File: config.mk
export PLATFORM = sky130hd
export DESIGN_NAME = crc_accel
export DESIGN_NICKNAME = d
export VERILOG_FILES = /design/src/rtl/crc_pkg.sv /design/src/rtl/crc_byte_step.sv /design/src/rtl/crc_fold.sv /design/src/rtl/crc_out_xform.sv /design/src/rtl/crc_accel.sv
export SDC_FILE = /design/constraint.sdc
export NUM_CORES = 1
export LEC_CHECK = 0
export BUFFER_PORTS_ARGS = -buffer_cell sky130_fd_sc_hd__buf_2
export CAP_MARGIN = 20
export CORE_MARGIN = 8
export CORE_UTILIZATION = 50
export DETAILED_ROUTE_END_ITERATION = 8
export PLACE_DENSITY = 0.67
export SLEW_MARGIN = 0
export SYNTH_ARGS = -nofsm -noshare
export SYNTH_HDL_FRONTEND = slang
export SYNTH_SLANG_ARGS = --single-unit
File: constraint.sdc
create_clock -name clk -period 18.9 [get_ports clk]
set_input_delay 4.725 -clock clk [delete_from_list [all_inputs] [get_ports clk]]
set_output_delay 4.725 -clock clk [all_outputs]
set_load 0.005 [all_outputs]
File: src/rtl/crc_pkg.sv
package crc_pkg;
  localparam int CRC_W    = 32;
  localparam int CFG_W    = 6;
  localparam logic [CRC_W-1:0] GEN32 = 32'h04C1_1DB7;
  localparam logic [CRC_W-1:0] GEN16 = 32'h0000_1021;
  localparam logic [CRC_W-1:0] SEED32 = 32'hFFFF_FFFF;
  localparam logic [CRC_W-1:0] SEED16 = 32'h0000_FFFF;

  localparam int ADR_CTRL = 0;
  localparam int ADR_DATA = 1;
  localparam int ADR_RES  = 2;

  typedef struct packed {
    logic [1:0] size;   // 0: 1 byte, 1: 2 bytes, else full word
    logic       inv;    // invert result
    logic       rout;   // reflect result
    logic       rin;    // reflect each input byte
    logic       w32;    // 1: 32-bit generator, 0: 16-bit generator
  } crc_cfg_t;

  function automatic logic [7:0] flip8(input logic [7:0] v);
    logic [7:0] r;
    for (int i = 0; i < 8; i++) r[i] = v[7-i];
    return r;
  endfunction
endpackage

File: src/rtl/crc_byte_step.sv
module crc_byte_step
  import crc_pkg::*;
(
  input  logic [CRC_W-1:0] rem_in,
  input  logic [7:0]       byte_in,
  input  logic             w32,
  input  logic             rin,
  input  logic             en,
  output logic [CRC_W-1:0] rem_out
);
  logic [CRC_W-1:0] cur;
  logic [7:0]       b;
  logic             fb;

  always_comb begin
    cur = rem_in;
    b   = rin ? flip8(byte_in) : byte_in;
    fb  = 1'b0;
    for (int i = 7; i >= 0; i--) begin
      fb  = (w32 ? cur[31] : cur[15]) ^ b[i];
      cur = {cur[CRC_W-2:0], 1'b0};
      if (fb) cur = cur ^ (w32 ? GEN32 : GEN16);
      if (!w32) cur[31:16] = '0;
    end
    rem_out = en ? cur : rem_in;
  end
endmodule

File: src/rtl/crc_fold.sv
module crc_fold
  import crc_pkg::*;
#(
  parameter int DATA_W = 32
) (
  input  logic [CRC_W-1:0]  rem_in,
  input  logic [DATA_W-1:0] data,
  input  crc_cfg_t          cfg,
  output logic [CRC_W-1:0]  rem_out
);
  localparam int LANES = DATA_W / 8;
  localparam int CW    = $clog2(LANES + 1) + 1;

  logic [CW-1:0]    nbytes;
  logic [CRC_W-1:0] chain [0:LANES];

  always_comb begin
    case (cfg.size)
      2'd0:    nbytes = CW'(1);
      2'd1:    nbytes = (LANES >= 2) ? CW'(2) : CW'(LANES);
      default: nbytes = (LANES >= 4) ? CW'(4) : CW'(LANES);
    endcase
  end

  assign chain[0] = rem_in;

  for (genvar k = 0; k < LANES; k++) begin : g_lane
    localparam int LIDX = LANES - 1 - k;
    logic lane_en;
    assign lane_en = CW'(LIDX) < nbytes;
    crc_byte_step u_step (
      .rem_in  (chain[k]),
      .byte_in (data[8*LIDX +: 8]),
      .w32     (cfg.w32),
      .rin     (cfg.rin),
      .en      (lane_en),
      .rem_out (chain[k+1])
    );
  end

  assign rem_out = chain[LANES];
endmodule

File: src/rtl/crc_out_xform.sv
module crc_out_xform
  import crc_pkg::*;
(
  input  logic [CRC_W-1:0] rem,
  input  logic             w32,
  input  logic             rout,
  input  logic             inv,
  output logic [CRC_W-1:0] res
);
  logic [CRC_W-1:0] rev32;
  logic [15:0]      rev16;

  always_comb begin
    for (int i = 0; i < CRC_W; i++) rev32[i] = rem[CRC_W-1-i];
    for (int i = 0; i < 16; i++)    rev16[i] = rem[15-i];
    res = w32 ? rem : {16'h0, rem[15:0]};
    if (rout) res = w32 ? rev32 : {16'h0, rev16};
    if (inv)  res = res ^ (w32 ? SEED32 : SEED16);
  end
endmodule

File: src/rtl/crc_accel.sv
module crc_accel
  import crc_pkg::*;
#(
  parameter int DATA_W = 32,
  parameter int ADDR_W = 2
) (
  input  logic              clk,
  input  logic              rst,
  input  logic              bus_sel,
  input  logic              bus_wr,
  input  logic [ADDR_W-1:0] bus_addr,
  input  logic [DATA_W-1:0] bus_wdata,
  output logic [DATA_W-1:0] bus_rdata
);
  crc_cfg_t         cfg_q;
  logic [CRC_W-1:0] crc_q;
  logic [CRC_W-1:0] fold_out;
  logic [CRC_W-1:0] res_val;

  logic hit_ctrl, hit_data, hit_res;
  assign hit_ctrl = bus_addr == ADDR_W'(ADR_CTRL);
  assign hit_data = bus_addr == ADDR_W'(ADR_DATA);
  assign hit_res  = bus_addr == ADDR_W'(ADR_RES);

  crc_fold #(.DATA_W(DATA_W)) u_fold (
    .rem_in  (crc_q),
    .data    (bus_wdata),
    .cfg     (cfg_q),
    .rem_out (fold_out)
  );

  crc_out_xform u_xf (
    .rem  (crc_q),
    .w32  (cfg_q.w32),
    .rout (cfg_q.rout),
    .inv  (cfg_q.inv),
    .res  (res_val)
  );

  always_ff @(posedge clk) begin
    if (rst) begin
      cfg_q <= '0;
      crc_q <= SEED16;
    end else if (bus_sel && bus_wr) begin
      if (hit_ctrl) begin
        cfg_q <= crc_cfg_t'(bus_wdata[CFG_W-1:0]);
        crc_q <= bus_wdata[0] ? SEED32 : SEED16;
      end else if (hit_data) begin
        crc_q <= fold_out;
      end
    end
  end

  always_ff @(posedge clk) begin
    if (rst) begin
      bus_rdata <= '0;
    end else if (bus_sel && !bus_wr) begin
      if (hit_ctrl)     bus_rdata <= DATA_W'(cfg_q);
      else if (hit_res) bus_rdata <= DATA_W'(res_val);
      else              bus_rdata <= '0;
    end
  end
endmodule

==> results.json <==
{
  "setup_slack_ns": 6.566,
  "setup_viol": 0,
  "fin_area_um2": 13870,
  "dr.max_layer_used": "met4",
  "cts.root.buffer_cell": "clkbuf_16",
  "critPathSlowestCell": "a2111oi_0",
  "ys_seq_area_share_pct": 10.78,
  "critPathMaxStageDelay_ns": 1.05,
  "num_antenna_cells": 0,
  "slew_headroom_pct": 15.86,
  "track_usage_pct": 30.61,
  "end_kind": "register",
  "clock_path_buffers": 2,
  "rsz0062_at_grt": "false",
  "dieArea_um2": 31410,
  "die_height_um": 177.2,
  "min_path_type": "reg2reg",
  "synth.most_common_cell": "xnor2_1",
  "grt_pass1_vias": 11640,
  "ant_nets": 0,
  "finalSetupTns_ns": 0,
  "skew_ns": 0.007339,
  "synth.top_cell.area_share_pct": 13.88,
  "crit_buf_inv": 1,
  "port_buffers": 69,
  "avgViaCountPerCell": 6.529,
  "crit_arrival_ns": 12.60,
  "drtIter0Drc": 1675,
  "placedInstanceArea_um2": 13570,
  "grt_pass1_wl_mm": 73.25,
  "cts_sinks": 70,
  "final_cells": 1940,
  "start_util_pct": 50.44,
  "antenna_found_initial": 0,
  "finalCriticalPeriod_ns": 12.33,
  "critical-path-top-delay-family": "XOR/XNOR gates",
  "wl_per_cell_um": 25.41,
  "syn_to_final_growth_pct": 6.720,
  "synth.distinct_cells": 104,
  "synth.avg_cell_area_um2": 8.143,
  "synthFlopType": "dfxtp_1",
  "synth_commonest_cells": "xnor2_1 (206), nor2_1 (172), nand2_1 (120)",
  "overflow": 0,
  "post_cts_buffers": 0,
  "num_io_pins": 70,
  "numCtsBuffers": 9,
  "p_total_mw": 0.9693,
  "wl_met3_mm": 5.165,
  "synth_area_leaders": "xnor2_1 (14%), dfxtp_1 (11%), xnor3_1 (10%)",
  "outcome": "complete, no violations",
  "post_cts_resized": 0,
  "clk_latency_ns": 0.33,
  "yosysTopAreaCell": "xnor2_1",
  "cts_hold_buf": 0,
  "netlist_area_um2": 13000,
  "nets": 1655,
  "rows": 59,
  "fmax_ghz": 0.08107,
  "crit_required_ns": 19.17,
  "ys_async_sr_fraction_pct": 0,
  "synth_fp_nets": 1651,
  "crit_fanout": 17,
  "dpl.cell_count": 1924,
  "min-delay-start": "bus_rdata[28]$_SDFFE_PP0P_",
  "worstMarginPinSlew_ns": 1.230,
  "synthCells": 1596,
  "critPathKind": "in2reg",
  "ctsHtreeMaxLevel": 3,
  "grt_max_degree": 79,
  "finalMaxSlewViolations": 0,
  "dpl.hpwl_mm": 37.02,
  "clk_pin_slew_ns": 0.06,
  "period_share_pct": 65.26,
  "drive_above_1_share_pct": 14.33,
  "crit_chain": "buf_2 > mux2i_4 > xnor2_4 > mux2i_4 > xnor3_1 > or4_1 > and3_1 > mux2i_4 > a211oi_1 > a2111oi_0 > nand3_1 > nand2_1 > mux2_2 > o211ai_1 > o221a_2 > xor2_1 > mux2i_1 > nand3_1 > xor2_1 > mux2i_1 > xnor3_1 > a21oi_1",
  "n_fill_cell": 2450,
  "r2r_slack_ns": 9.58,
  "critPathLaunchType": "input port",
  "drt_wl_total_mm": 49.30,
  "vdd_drop_max_mv": 0.03890,
  "path_common_cell": "mux2i_4",
  "p_leak_nw": 5.461,
  "drv_cap": 0,
  "drtPass1Iterations": 5,
  "hold_violations": 0,
  "fp.coreArea_um2": 25760,
  "cts_tree": "done",
  "fp.dieW_um": 177.2,
  "dr_total_vias": 12670,
  "wl_met2_mm": 21.47,
  "rr_startpoint": "cfg_q[0]$_SDFFE_PP0P_",
  "synth_edf_count": 0,
  "startpoint": "bus_wdata[24]",
  "p_per_area_nw_per_um2": 69.89,
  "synth_seq_cells": 70,
  "place_ws_ns": 6.412,
  "yosysWarnings": 0,
  "remaining_drc_errors": 0,
  "wl_met1_mm": 20.13,
  "gp_congestion": 0.9824
}
-- where the power goes --
group	leakage [nW]	total [mW]	internal (mW)	switching (mW)
Clock	0.140	0.173	0.103	0.0694
Combinational	4.75	0.634	0.280	0.354
Sequential	0.571	0.163	0.153	0.0100
Total	5.46	0.969	0.536	0.433
-- worst register-to-register path: cells and delay by family, from the launching register on --
family | cells | cell delay (ns)
AOI/OAI and AO/OA | 5 | 1.83
xor gates and xnor gates | 5 | 2.65
buffers and inverters | 1 | 0.74
DFF | 1 | 0.54
muxes | 6 | 1.91
and+or+nand+nor | 5 | 1.59
-- cell type report --
| cell class | instances | area, µm² | area share, % |
|---|---|---|---|
| timing repair buffer | 107 | 630.6 | 4.547 |
| tap | 335 | 419.2 | 3.022 |
| clock inverter | 6 | 68.82 | 0.4962 |
| multi-input combinational | 1395 | 11050 | 79.67 |
| clock buffer | 10 | 229.0 | 1.651 |
| sequential | 70 | 1409 | 10.16 |
| inverter | 17 | 63.81 | 0.4601 |
-- registers in the layout (all words and copies together) (netlist names) --
| signal | count |
|---|---|
| cfg_q | 6 |
| bus_rdata | 32 |
| crc_q | 32 |
-- final timing paths --
| check | to | cells after the start |
|---|---|---|
| max | crc_q[14]$_SDFFE_PP1P_ | 22 |
| min | bus_rdata[28]$_SDFFE_PP0P_ | 2 |
| max reg2reg | crc_q[14]$_SDFFE_PP1P_ | 22 |
| min reg2reg | bus_rdata[28]$_SDFFE_PP0P_ | 2 |
-- cells in the final DEF (no fill, tap or decap), drive strengths merged, types with 25 or more instances in the layout --
master,n
xnor2,216
mux2,25
a21oi,94
nor3,41
o21ai,54
mux2i,100
nand3,39
buf,107
xnor3,59
a22oi,40
xor2,77
dfxtp,70
nand2,123
nor2,178
-- metrics by stage --
step | hold slack, ns | utilization (%)
after floorplan | 0.4776 | -
after global placement | 0.4852 | 52.68
after detailed placement | 0.4908 | 52.68
after CTS | 0.5068 | 53.83
after global routing | 0.5297 | 53.83
final | 0.4994 | 53.83
-- per-layer routing --
metal  GRT usage (%)  vias up
met2           47.23      775
met3           5.419      141
met4           13.80        0
met1           41.07     6007
li1                -     5744
met5               0        -
-- logic make-up after synthesis --
group	after synthesis	synth area share [%]
multiplexers	126	10.96
adder cells (fa/ha/maj)	17	1.637
XOR/XNOR	359	32.47
flip-flops	70	10.78
AND/OR/NAND/NOR	505	18.47
buffers and inverters	131	4.255
AO/OA/AOI/OAI	388	21.43
Power figures use the tool's default switching activity.
